[src/rtl/pinirq_pkg.sv]
package pinirq_pkg;
  localparam int REG_W  = 32;
  localparam int ADDR_W = 8;

  typedef enum logic [ADDR_W-1:0] {
    A_MODE    = 8'h00,
    A_REN     = 8'h04,
    A_REN_SET = 8'h08,
    A_REN_CLR = 8'h0C,
    A_FEN     = 8'h10,
    A_FEN_SET = 8'h14,
    A_FEN_CLR = 8'h18,
    A_RST     = 8'h1C,
    A_FST     = 8'h20,
    A_IST     = 8'h24
  } reg_addr_e;

  // set-alias update: only ones in the mask take effect
  function automatic logic [REG_W-1:0] f_set(input logic [REG_W-1:0] cur,
                                             input logic [REG_W-1:0] msk);
    return cur | msk;
  endfunction

  // clear-alias update
  function automatic logic [REG_W-1:0] f_clr(input logic [REG_W-1:0] cur,
                                             input logic [REG_W-1:0] msk);
    return cur & ~msk;
  endfunction

  // latched status: a new event wins over an acknowledge
  function automatic logic f_latch(input logic cur, input logic set,
                                   input logic ack);
    return set | (cur & ~ack);
  endfunction

  // level qualification: enable AND pin matches polarity
  function automatic logic f_level_hit(input logic en, input logic pol,
                                       input logic pin);
    return en & ~(pin ^ pol);
  endfunction

  // edge qualification
  function automatic logic f_edge_hit(input logic rst, input logic fst,
                                      input logic ren, input logic fen);
    return (rst & ren) | (fst & fen);
  endfunction
endpackage

[src/rtl/pinirq_sync.sv]
module pinirq_sync #(
  parameter int NCH = 8
) (
  input  logic           clk,
  input  logic           rst_n,
  input  logic [NCH-1:0] pin_i,
  output logic [NCH-1:0] sync_o,
  output logic [NCH-1:0] rise_evt_o,
  output logic [NCH-1:0] fall_evt_o
);
  logic [NCH-1:0] meta_q, sync_q, prev_q;

  always_ff @(posedge clk or negedge rst_n) begin
    if (!rst_n) begin
      meta_q <= '0;
      sync_q <= '0;
      prev_q <= '0;
    end else begin
      meta_q <= pin_i;
      sync_q <= meta_q;
      prev_q <= sync_q;
    end
  end

  assign sync_o     = sync_q;
  assign rise_evt_o = sync_q & ~prev_q;
  assign fall_evt_o = ~sync_q & prev_q;
endmodule

[src/rtl/pinirq_regs.sv]
module pinirq_regs
  import pinirq_pkg::*;
#(
  parameter int NCH = 8
) (
  input  logic              clk,
  input  logic              rst_n,
  input  logic              bus_en,
  input  logic              bus_we,
  input  logic [ADDR_W-1:0] bus_addr,
  input  logic [REG_W-1:0]  bus_wdata,
  input  logic [NCH-1:0]    rise_st_i,
  input  logic [NCH-1:0]    fall_st_i,
  input  logic [NCH-1:0]    ist_i,
  output logic [NCH-1:0]    mode_o,
  output logic [NCH-1:0]    ren_o,
  output logic [NCH-1:0]    fen_o,
  output logic [NCH-1:0]    ack_rise_o,
  output logic [NCH-1:0]    ack_fall_o,
  output logic [REG_W-1:0]  rdata_o
);
  logic             wr_s, rd_s;
  logic [NCH-1:0]   wmask;
  logic [NCH-1:0]   mode_q, ren_q, fen_q;
  logic [REG_W-1:0] rd_mux;

  assign wr_s  = bus_en & bus_we;
  assign rd_s  = bus_en & ~bus_we;
  assign wmask = bus_wdata[NCH-1:0];

  generate
    if (NCH < REG_W) begin : g_pad
      logic unused_hi;
      assign unused_hi = ^bus_wdata[REG_W-1:NCH];
    end
  endgenerate

  always_ff @(posedge clk or negedge rst_n) begin
    if (!rst_n) begin
      mode_q <= '0;
      ren_q  <= '0;
      fen_q  <= '0;
    end else if (wr_s) begin
      case (bus_addr)
        A_MODE:    mode_q <= wmask;
        A_REN:     ren_q  <= wmask;
        A_REN_SET: ren_q  <= NCH'(f_set(REG_W'(ren_q), REG_W'(wmask)));
        A_REN_CLR: ren_q  <= NCH'(f_clr(REG_W'(ren_q), REG_W'(wmask)));
        A_FEN:     fen_q  <= wmask;
        A_FEN_SET: fen_q  <= NCH'(f_set(REG_W'(fen_q), REG_W'(wmask)));
        A_FEN_CLR: fen_q  <= NCH'(f_clr(REG_W'(fen_q), REG_W'(wmask)));
        default:   ;
      endcase
    end
  end

  // acknowledge strobes towards the channel status flops
  always_comb begin
    ack_rise_o = '0;
    ack_fall_o = '0;
    if (wr_s) begin
      if (bus_addr == A_RST || bus_addr == A_IST) ack_rise_o = wmask;
      if (bus_addr == A_FST || bus_addr == A_IST) ack_fall_o = wmask;
    end
  end

  always_comb begin
    case (bus_addr)
      A_MODE:  rd_mux = REG_W'(mode_q);
      A_REN:   rd_mux = REG_W'(ren_q);
      A_FEN:   rd_mux = REG_W'(fen_q);
      A_RST:   rd_mux = REG_W'(rise_st_i);
      A_FST:   rd_mux = REG_W'(fall_st_i);
      A_IST:   rd_mux = REG_W'(ist_i);
      default: rd_mux = '0;
    endcase
  end

  always_ff @(posedge clk or negedge rst_n) begin
    if (!rst_n) rdata_o <= '0;
    else        rdata_o <= rd_s ? rd_mux : '0;
  end

  assign mode_o = mode_q;
  assign ren_o  = ren_q;
  assign fen_o  = fen_q;
endmodule

[src/rtl/pinirq_chan.sv]
module pinirq_chan
  import pinirq_pkg::*;
(
  input  logic clk,
  input  logic rst_n,
  input  logic edge_mode_i,
  input  logic ren_i,
  input  logic fen_i,
  input  logic sync_i,
  input  logic rise_evt_i,
  input  logic fall_evt_i,
  input  logic ack_rise_i,
  input  logic ack_fall_i,
  output logic rise_st_o,
  output logic fall_st_o,
  output logic irq_o
);
  logic rise_q, fall_q;

  always_ff @(posedge clk or negedge rst_n) begin
    if (!rst_n) begin
      rise_q <= 1'b0;
      fall_q <= 1'b0;
    end else begin
      rise_q <= f_latch(rise_q, edge_mode_i & rise_evt_i, ack_rise_i);
      fall_q <= f_latch(fall_q, edge_mode_i & fall_evt_i, ack_fall_i);
    end
  end

  assign rise_st_o = rise_q;
  assign fall_st_o = fall_q;
  assign irq_o = edge_mode_i ? f_edge_hit(rise_q, fall_q, ren_i, fen_i)
                             : f_level_hit(ren_i, fen_i, sync_i);
endmodule

[src/rtl/pinirq_ctrl.sv]
module pinirq_ctrl
  import pinirq_pkg::*;
#(
  parameter int NCH = 8
) (
  input  logic              clk,
  input  logic              rst_n,
  input  logic [NCH-1:0]    pin_i,
  input  logic              bus_en,
  input  logic              bus_we,
  input  logic [ADDR_W-1:0] bus_addr,
  input  logic [REG_W-1:0]  bus_wdata,
  output logic [REG_W-1:0]  bus_rdata,
  output logic [NCH-1:0]    irq_o
);
  logic [NCH-1:0] pin_sync, rise_evt, fall_evt;
  logic [NCH-1:0] mode_q, ren_q, fen_q;
  logic [NCH-1:0] ack_rise, ack_fall;
  logic [NCH-1:0] rise_st, fall_st, irq_vec;

  pinirq_sync #(.NCH(NCH)) u_sync (
    .clk        (clk),
    .rst_n      (rst_n),
    .pin_i      (pin_i),
    .sync_o     (pin_sync),
    .rise_evt_o (rise_evt),
    .fall_evt_o (fall_evt)
  );

  pinirq_regs #(.NCH(NCH)) u_regs (
    .clk        (clk),
    .rst_n      (rst_n),
    .bus_en     (bus_en),
    .bus_we     (bus_we),
    .bus_addr   (bus_addr),
    .bus_wdata  (bus_wdata),
    .rise_st_i  (rise_st),
    .fall_st_i  (fall_st),
    .ist_i      (irq_vec),
    .mode_o     (mode_q),
    .ren_o      (ren_q),
    .fen_o      (fen_q),
    .ack_rise_o (ack_rise),
    .ack_fall_o (ack_fall),
    .rdata_o    (bus_rdata)
  );

  generate
    for (genvar k = 0; k < NCH; k++) begin : g_ch
      pinirq_chan u_ch (
        .clk         (clk),
        .rst_n       (rst_n),
        .edge_mode_i (mode_q[k]),
        .ren_i       (ren_q[k]),
        .fen_i       (fen_q[k]),
        .sync_i      (pin_sync[k]),
        .rise_evt_i  (rise_evt[k]),
        .fall_evt_i  (fall_evt[k]),
        .ack_rise_i  (ack_rise[k]),
        .ack_fall_i  (ack_fall[k]),
        .rise_st_o   (rise_st[k]),
        .fall_st_o   (fall_st[k]),
        .irq_o       (irq_vec[k])
      );
    end
  endgenerate

  assign irq_o = irq_vec;
endmodule

[config.mk]
export PLATFORM = sky130hd
export DESIGN_NAME = pinirq_ctrl
export DESIGN_NICKNAME = d
export VERILOG_FILES = /design/src/rtl/pinirq_pkg.sv /design/src/rtl/pinirq_sync.sv /design/src/rtl/pinirq_regs.sv /design/src/rtl/pinirq_chan.sv /design/src/rtl/pinirq_ctrl.sv
export SDC_FILE = /design/constraint.sdc
export NUM_CORES = 1
export LEC_CHECK = 0
export ABC_AREA = 1
export BUFFER_PORTS_ARGS = -buffer_cell sky130_fd_sc_hd__buf_2
export CAP_MARGIN = 40
export CELL_PAD_IN_SITES_DETAIL_PLACEMENT = 1
export CELL_PAD_IN_SITES_GLOBAL_PLACEMENT = 2
export CORE_MARGIN = 5
export CORE_UTILIZATION = 33
export DETAILED_ROUTE_END_ITERATION = 10
export GPL_ROUTABILITY_DRIVEN = 1
export PLACE_DENSITY = 0.83
export SETUP_SLACK_MARGIN = 0.5
export SLEW_MARGIN = 25
export SYNTH_ARGS = -nofsm -noshare
export SYNTH_HDL_FRONTEND = slang
export SYNTH_SLANG_ARGS = --single-unit
[constraint.sdc]
create_clock -name clk -period 1.9 [get_ports clk]
set_input_delay 0.19 -clock clk [delete_from_list [all_inputs] [get_ports clk]]
set_output_delay 0.19 -clock clk [all_outputs]
set_load 0.02 [all_outputs]
==> results.yml, run 1 <==
sta:
  timing.final.crit_period_ns: 1.46
  max_freq_mhz: 683
  hold_viol_final: 0
  finalMaxSlewViolations: 0
  post-route-period-util_pct: 77.0
  setup_violations: 0
  worst_slack_ns: 0.437
  fin_skew_ns: 0.00599
  rsz0062_at_grt: "true"
  whs_ns: 0.178
  tns_ns: 0
routing:
  drtAntennaViolNets: 0
  vias_per_cell: 4.73
  post_drt_wl_per_cell_microns: 16.2
  first_pass_iters: 4
  num_vias: 3757
  routed_wl_microns: 12900
  drc: 0
  drtIter0Drc: 219
logic_synthesis:
  ys_warn_count: 0
  synth_cell_types: 23
  ys_seq_area_share_pct: 44.2
  synth_cells: 520
  syn-cell-area_sq_um: 4080
  ys_seq_elements: 72
  syn_avg_cell_area_sq_um: 7.84
clocking:
  clk_pin_slew_ns: 0.06
  clk_latency_ns: 0.34
  numClockSinks: 72
  numCtsBuffers: 9
  cts_tree: "done"
  cts_max_level: 3
  clockBufferDepth: 2
  cts-root-buf: "clkbuf_16"
placement:
  place_hpwl_microns: 8470
  pre_cts_slack_ns: 0.314
  gp_congestion: 0.801
  placed_cells: 730
  port_buffers: 43
setup_path:
  cp-start-kind: "flop"
  crit_required_ns: 1.71
  crit_path_end_kind: "output pin"
  cp.arrival_ns: 1.27
  worstSetupPathType: "reg -> out"
  r2r-start: "u_regs.ren_o[5]"
  worstRegToRegCells: 9
  reg2reg_setup_slack_ns: 0.54
  path_max_fanout: 4
  reg2reg_to: "u_regs.rdata_o[5]"
die:
  pin_count: 92
  die-area_sq_um: 14700
  fp-row-count: 40
  initial_core_util_pct: 33.8
  dieWidth_microns: 121
  core_area_sq_um: 12100
  die_y_microns: 121
grt:
  grt.overflow.total: 0
  grt_max_degree: 43
  antenna_found_initial: 0
  grt_pass1_vias: 3937
  grt_pass1_wl_microns: 20600
  grt_util_all_layers_pct: 18.4
final_layout:
  stdcell_count: 794
  layout-drive-gt1-share_pct: 32.7
  nets: 674
  utilization_pct: 43.4
  n_antenna_cell: 0
  fillers: 1481
  area_growth_pct: 28.4
min_path:
  hold_path_startpoint: "bus_wdata[1]"
  hold_path_class: "in -> reg"
  min_to: "u_regs.mode_o[1]"
  hold_path_depth: 3
pwr:
  p_per_area_nw_per_um2: 715
  leakage_nw: 2.59
  ir_drop_v: 0.000361
outcome:
  status: "finished clean"
job:
  drv_cap: 0
## area by class of cell
cell class,count,area (sq um),share of cell area (%)
multi-input combinational,382,1960,37.5
tap,168,210,4.02
timing repair buffer,103,769,14.7
inverter,54,204,3.90
sequential,72,1820,34.8
clock buffer,15,268,5.11
## critical path, cell delays in order, from the launching register on
cell and delay (ns):
dfrtp_1 0.40, inv_1 0.07, nor2_1 0.13, nand3_2 0.12
nand2_4 0.10, buf_6 0.11
## through the flow
stage | area (sq um) | power, mW
CTS | 5070 | 3.75
global placement | 4430 | 2.06
global route | 5240 | 3.93
finish | 5240 | 3.74
detailed placement | 4430 | 2.08
floorplan | 4160 | 1.96
## registers in the layout, indices dropped and copies added (netlist names)
register             flops
g_ch.u_ch.rise_st_o      8
u_regs.mode_o            8
u_sync.prev_q            8
u_regs.rdata_o           8
u_sync.sync_o            8
u_regs.ren_o             8
u_sync.meta_q            8
u_regs.fen_o             8
g_ch.u_ch.fall_st_o      8
## how the worst max path moves through the flow
stage	cells past startpoint	slack, ns	to	startpoint
detailed placement	9	0.31	u_regs.rdata_o[2]	bus_addr[7]
CTS	6	0.43	irq_o[6]	u_sync.sync_o[6]
global route	6	0.38	irq_o[6]	u_regs.fen_o[6]
finish	5	0.44	irq_o[5]	u_regs.ren_o[5]
floorplan	8	0.76	u_regs.ren_o[0]	bus_addr[4]
global placement	9	0.37	u_regs.rdata_o[2]	bus_addr[1]
## cell families (layout without fill, tap and decap cells)
group,after synthesis,in the layout,share of synthesized area (%)
AND/OR/NAND/NOR,308,308,36.2
AO/OA/AOI/OAI,50,50,7.89
flip-flops,72,72,44.2
buffers and inverters,89,172,11.6
other,1,24,0.0920
## power breakdown
part	switching [mW]	total, mW	internal [mW]
logic	0.300	0.485	0.186
clock network	0.628	1.58	0.950
registers	0.0689	1.68	1.61
## cell usage after synthesis
cell / count / share of area [%]
inv_2: 3 / 0.28
nand2_1: 157 / 14
nand2_2: 7 / 1.1
nor2_8: 3 / 1.5
dfrtp_1: 72 / 44
nor2_4: 10 / 2.8
o21ai_2: 16 / 3.4
clkinv_2: 1 / 0.12
inv_1: 50 / 4.6
buf_4: 32 / 5.9
o21ai_4: 1 / 0.40
nor2_1: 43 / 4.0
nand3_1: 66 / 8.1
conb_1: 1 / 0.092
nand4_1: 8 / 1.2
nand3_2: 2 / 0.49
o21ai_1: 10 / 1.2
o21ai_0: 23 / 2.8
and2_1: 1 / 0.15
buf_6: 2 / 0.55
nand2_4: 7 / 1.9
buf_2: 1 / 0.12
nor2_2: 4 / 0.61
## layer usage
metal | up-vias | GRT usage, % | part of all wire, %
li1 | 1803 | - | -
met1 | 1830 | 23.7 | 42
met2 | 100 | 30.6 | 50
met3 | 24 | 2.75 | 6.0
met4 | 0 | 8.26 | 2.3
met5 | - | 0 | 0
## cell usage in the layout (no fill, tap or decap), types with 8 or more instances in the layout
cell type,count
buf_4,49
nand4_1,8
conb_1,24
buf_2,34
o21ai_2,16
nand2_4,8
o21ai_1,11
nand2_1,141
dlygate4sd3_1,9
nor2_1,40
nor2_4,10
nand2_2,22
nand3_1,62
buf_6,9
dfrtp_2,14
dfrtp_1,58
clkbuf_16,9
inv_1,42
inv_2,11
o21ai_0,22
## what timing repair did
| item | in CTS | in global routing |
|---|---|---|
| setup buffers | 28 | 12 |
| endpoints found under the hold margin | 38 | 0 |
| setup endpoints to repair | 8 | 9 |
| hold buffers | 9 | 0 |
| pin swaps | 3 | 16 |
| resized for setup | 35 | 30 |
(Power assumes the default switching activity.)
==> run 2: changes to the inputs <==
--- a/config.mk
+++ b/config.mk
@@ -5,16 +5,16 @@
 export SDC_FILE = /design/constraint.sdc
 export NUM_CORES = 1
 export LEC_CHECK = 0
-export ABC_AREA = 1
+export ABC_AREA = 0
 export BUFFER_PORTS_ARGS = -buffer_cell sky130_fd_sc_hd__buf_2
 export CAP_MARGIN = 40
 export CELL_PAD_IN_SITES_DETAIL_PLACEMENT = 1
 export CELL_PAD_IN_SITES_GLOBAL_PLACEMENT = 2
 export CORE_MARGIN = 5
-export CORE_UTILIZATION = 33
+export CORE_UTILIZATION = 30
 export DETAILED_ROUTE_END_ITERATION = 10
 export GPL_ROUTABILITY_DRIVEN = 1
-export PLACE_DENSITY = 0.83
+export PLACE_DENSITY = 0.76
 export SETUP_SLACK_MARGIN = 0.5
 export SLEW_MARGIN = 25
 export SYNTH_ARGS = -nofsm -noshare
==> constraint.sdc (replaced) <==
create_clock -name clk -period 1.23 [get_ports clk]
set_input_delay 0.123 -clock clk [delete_from_list [all_inputs] [get_ports clk]]
set_output_delay 0.123 -clock clk [all_outputs]
set_load 0.02 [all_outputs]
==> results.yml, run 2 <==
outcome:
  status: "complete, but fails checks"
  violations: "setup timing"
sta:
  tns_ns: -7.10
  max_freq_mhz: 610
  setup_violations: 42
  fin_skew_ns: 0.00682
  worst_slack_ns: -0.409
  rsz0062_at_grt: "true"
  timing.final.crit_period_ns: 1.64
  hold_viol_final: 0
  whs_ns: 0.128
  post-route-period-util_pct: 133
  finalMaxSlewViolations: 0
grt:
  grt_max_degree: 44
  grt.overflow.total: 0
  grt_util_all_layers_pct: 18.5
  antenna_found_initial: 0
  grt_pass1_vias: 3859
  grt_pass1_wl_microns: 21000
placement:
  port_buffers: 43
  placed_cells: 668
  place_area_sq_um: 4750
  gp_congestion: 0.905
  pre_cts_slack_ns: -0.521
  place_hpwl_microns: 9040
logic_synthesis:
  syn-cell-area_sq_um: 3770
  ys_seq_area_share_pct: 47.8
  synth_cell_types: 51
  netlist_top_cells_count: "dfrtp_1, nand2_1, buf_4"
  synth_top_area_share_pct: 47.8
  async_flop_share_pct: 100
  synthFlopType: "dfrtp_1"
  ys_warn_count: 0
  ys_top_cells_by_area: "dfrtp_1, buf_4, nand2_1"
  ys_seq_elements: 72
  synth_cells: 381
  yosys.area.top_type: "dfrtp_1"
  synth_edf_count: 0
  syn_avg_cell_area_sq_um: 9.89
  yosysMostFrequentCell: "dfrtp_1"
final_layout:
  layout_commonest_cell: "buf_4"
  n_antenna_cell: 0
  utilization_pct: 48.5
  stdcell_area_sq_um: 6040
  nets: 598
  layout-drive-gt1-share_pct: 51.5
  fillers: 1386
  area_growth_pct: 60.4
  mostFrequentLayoutCells: "buf_4, dfrtp_1, buf_6, nand2_1, conb_1"
  stdcell_count: 721
die:
  initial_core_util_pct: 30.2
  die_y_microns: 122
  core_area_sq_um: 12500
  fp-row-count: 41
  pin_count: 92
  dieWidth_microns: 122
  die-area_sq_um: 14900
pwr:
  p_per_area_nw_per_um2: 993
  power.total_mw: 6.00
  leakage_nw: 2.63
  ir_drop_v: 0.000591
setup_path:
  worstSetupPathType: "reg -> out"
  reg2reg_to: "u_regs.rdata_o[2]"
  cp-start-kind: "flop"
  crit_path_end_kind: "output pin"
  path_max_fanout: 2
  reg2reg_setup_slack_ns: -0.34
  cp.arrival_ns: 1.52
  worstRegToRegCells: 8
  r2r-start: "u_regs.fen_o[2]"
  crit_required_ns: 1.11
clocking:
  clockBufferDepth: 2
  clk_pin_slew_ns: 0.06
  cts-root-buf: "clkbuf_16"
  clk_latency_ns: 0.34
  numCtsBuffers: 9
  numClockSinks: 72
  cts_tree: "done"
  cts_max_level: 3
routing:
  num_vias: 3632
  first_pass_iters: 4
  post_drt_wl_per_cell_microns: 19.6
  routed_wl_microns: 14200
  drtAntennaViolNets: 0
  drtIter0Drc: 182
  vias_per_cell: 5.04
  drc: 0
min_path:
  hold_path_class: "in -> async"
job:
  drv_cap: 0
run 2: changes by cell type after synthesis, moves of 9 or more:
| cell | previous run | this run |
|---|---|---|
| nor2_1 | 43 | 11 |
| or3_1 | 0 | 9 |
| a22o_1 | 0 | 12 |
| or2_2 | 0 | 9 |
| nor2_4 | 10 | 0 |
| a21oi_1 | 0 | 20 |
| nand2_1 | 157 | 50 |
| inv_1 | 50 | 15 |
| nand3_1 | 66 | 2 |
| a31oi_1 | 0 | 9 |
| o21ai_2 | 16 | 2 |
run 2: how the worst max path moves through the flow:
stage / from / to / slack (ns) / cells past startpoint
2_1_floorplan: bus_addr[4] / u_regs.mode_o[0] / -0.45 / 5
3_3_place_gp: bus_addr[7] / u_regs.fen_o[7] / -0.50 / 6
3_5_place_dp: bus_addr[6] / u_regs.rdata_o[3] / -0.52 / 7
4_1_cts: u_regs.fen_o[2] / irq_o[2] / -0.43 / 4
5_1_grt: u_regs.fen_o[6] / irq_o[6] / -0.47 / 4
6_report: u_regs.fen_o[7] / irq_o[7] / -0.41 / 4
run 2: metal layers:
layer  track usage [%]  wire length, microns  vias to the layer above
met5                 0                     0                        -
met4              6.86                   425                        0
met3              3.62                   677                       36
met2              31.4                  7270                      107
met1              23.4                  5780                     1852
li1                  -                     -                     1637
run 2: layout make-up:
cell class | instances | area, sq um | area share [%]
Timing Repair Buffer | 174 | 1510 | 24.9
Inverter | 15 | 56.3 | 0.932
Clock buffer | 14 | 274 | 4.53
Sequential cell | 72 | 1800 | 29.8
Tap cell | 172 | 215 | 3.56
Multi-Input combinational cell | 274 | 2190 | 36.2
run 2: kinds of logic after synthesis:
kind of cell | after synthesis | synth area share [%]
AND/OR/NAND/NOR | 121 | 18.2
buffers and inverters | 58 | 9.63
flip-flops | 72 | 47.8
AO/OA/AOI/OAI | 110 | 19.2
other | 1 | 0.0995
XOR/XNOR | 8 | 1.86
multiplexers | 11 | 3.19
run 2: where the power goes:
part	total (mW)	internal (mW)	switching, mW
logic	0.957	0.445	0.512
registers	2.58	2.48	0.0961
clock network	2.47	1.51	0.961
run 2: timing repair:
action,in CTS,in global routing
pin swaps,49,42
hold buffers,9,0
gates cloned,0,0
endpoints found under the hold margin,80,0
buffers inserted,20,10
resized for setup,127,56
endpoints found under the setup margin,64,64
run 2: critical path, cell delays in order, from the launching register on:
cell and delay, ns:
dfrtp_1 0.38, or3_4 0.40, a21oi_4 0.14, or2_4 0.15, buf_6 0.11
==> run 3: changes to the inputs <==
--- a/config.mk
+++ b/config.mk
@@ -10,6 +10,7 @@
 export CAP_MARGIN = 40
 export CELL_PAD_IN_SITES_DETAIL_PLACEMENT = 1
 export CELL_PAD_IN_SITES_GLOBAL_PLACEMENT = 2
+export CORE_ASPECT_RATIO = 1.5
 export CORE_MARGIN = 5
 export CORE_UTILIZATION = 30
 export DETAILED_ROUTE_END_ITERATION = 10
==> constraint.sdc (replaced) <==
create_clock -name clk -period 1.23 [get_ports clk]
set_input_delay 0.0615 -clock clk [delete_from_list [all_inputs] [get_ports clk]]
set_output_delay 0.0615 -clock clk [all_outputs]
set_load 0.02 [all_outputs]
==> results.yml, run 3 (synthesis results as in run 2) <==
setup_path:
  cp-start-kind: "flop"
  crit_required_ns: 1.17
  reg2reg_setup_slack_ns: -0.19
  worstRegToRegCells: 5
  r2r-start: "u_regs.mode_o[2]"
  cp.arrival_ns: 1.55
  worstSetupPathType: "reg -> out"
  cp-startpoint: "u_regs.fen_o[7]"
  path_max_fanout: 2
  endpoint: "irq_o[7]"
  crit_path_end_kind: "output pin"
  reg2reg_to: "u_regs.rdata_o[2]"
final_layout:
  utilization_pct: 48.3
  layout_commonest_cell: "buf_4"
  area_growth_pct: 58.6
  mostFrequentLayoutCells: "buf_4, dfrtp_1, buf_6, nand2_1, conb_1"
  n_antenna_cell: 0
  nets: 593
  layout-drive-gt1-share_pct: 51.7
  stdcell_count: 701
pwr:
  ir_drop_v: 0.000689
  power.total_mw: 6.24
  swShare_pct: 25.5
  power_frac_seq_pct: 41.2
  combPwrFrac_pct: 15.2
  p_sw_mw: 1.59
  p_per_area_nw_per_um2: 1040
  leakage_nw: 2.61
  p_clk_share_pct: 43.6
  p_int_mw: 4.65
outcome:
  status: "complete, but fails checks"
  violations: "setup timing"
die:
  die-area_sq_um: 15000
  pin_count: 92
  die_y_microns: 147
  fp-row-count: 50
  initial_core_util_pct: 30.4
  core_area_sq_um: 12400
  dieWidth_microns: 102
sta:
  fin_skew_ns: 0.00944
  max_freq_mhz: 620
  timing.final.crit_period_ns: 1.61
  rsz0062_at_grt: "true"
  setup_violations: 32
  post-route-period-util_pct: 131
  worst_slack_ns: -0.384
  finalMaxSlewViolations: 0
  tns_ns: -4.25
  hold_viol_final: 0
placement:
  place_hpwl_microns: 9440
  placed_cells: 658
  pre_cts_slack_ns: -0.525
  gp_congestion: 0.925
  port_buffers: 43
routing:
  routed_wl_microns: 13600
  vias_per_cell: 5.05
  drtIter0Drc: 135
  drtAntennaViolNets: 0
  num_vias: 3540
  post_drt_wl_per_cell_microns: 19.4
  first_pass_iters: 4
  drc: 0
clocking:
  clockBufferDepth: 2
  numCtsBuffers: 9
  cts_max_level: 3
  clk_latency_ns: 0.34
  clk_pin_slew_ns: 0.06
  numClockSinks: 72
  cts_tree: "done"
  cts-root-buf: "clkbuf_16"
grt:
  antenna_found_initial: 0
  grt_util_all_layers_pct: 18.6
  grt.overflow.total: 0
  grt_max_degree: 28
  grt_pass1_wl_microns: 21300
  grt_pass1_vias: 3977
job:
  drv_cap: 0
min_path:
  hold_path_class: "in -> reg"
-- run 3: cell types whose count changed in the layout (fill, tap and decap cells not counted), moves of 3 or more --
cell | before | now
a21oi_4 | 1 | 4
buf_4 | 98 | 94
nand2_4 | 5 | 2
o21ai_0 | 5 | 2
o21ai_2 | 15 | 22
o21ai_4 | 5 | 1
-- run 3: stage by stage --
stage          hold slack (ns)  instance area [sq um]
3_5_place_dp            0.0208                   4780
5_1_grt                 0.0891                   5980
3_3_place_gp            0.0172                   4780
2_1_floorplan           -0.234                   3950
6_report                0.0760                   5980
4_1_cts                 0.0613                   5690
-- run 3: timing repair --
| item | CTS | global route |
|---|---|---|
| hold buffers | 9 | 0 |
| buffers inserted | 6 | 13 |
| hold endpoints to repair | 55 | 0 |
| gates cloned | 0 | 0 |
| gates resized for setup | 134 | 44 |
| endpoints found under the setup margin | 64 | 111 |
| pin swaps | 44 | 27 |
-- run 3: power groups by stage --
stage               clock (mW)  combinational [mW]  sequential (mW)
global placement             0               0.706             2.60
CTS                       2.75               0.867             2.57
detailed placement           0               0.730             2.60
global route              2.87                1.02             2.59
floorplan                    0               0.425             2.59
finish                    2.72               0.948             2.57
-- run 3: layout make-up --
type,instances,area (sq um)
multi-input combinational,274,2160
clock buffer,12,267
inverter,15,56.3
sequential,72,1800
timing repair buffer,169,1460
fill,1351,6410
clock inverter,3,40.0
tap,156,195
-- run 3: worst min path at each step --
stage	startpoint	endpoint	slack, ns	depth (start not counted)
2_1_floorplan	rst_n	g_ch[0].u_ch.fall_st_o	-0.23	0
3_3_place_gp	rst_n	u_sync.meta_q[4]	0.02	1
3_5_place_dp	rst_n	u_sync.meta_q[4]	0.02	1
4_1_cts	bus_wdata[6]	g_ch[6].u_ch.fall_st_o	0.06	3
5_1_grt	bus_wdata[6]	g_ch[6].u_ch.fall_st_o	0.09	3
6_report	bus_wdata[6]	g_ch[6].u_ch.fall_st_o	0.08	3
-- run 3: worst max-delay path, stage by stage, from the launching register on --
cell	delay, ns
dfrtp_1	0.38
or3_4	0.41
a21oi_4	0.16
or2_4	0.15
buf_6	0.11
-- run 3: per-layer routing --
metal  global-route usage (%)  vias up  share of wire, %
li1                         -     1621                 -
met4                     8.92        0               4.2
met2                     33.2      101                54
met1                     20.9     1786                38
met3                     3.37       32               4.4
met5                        0        -                 0
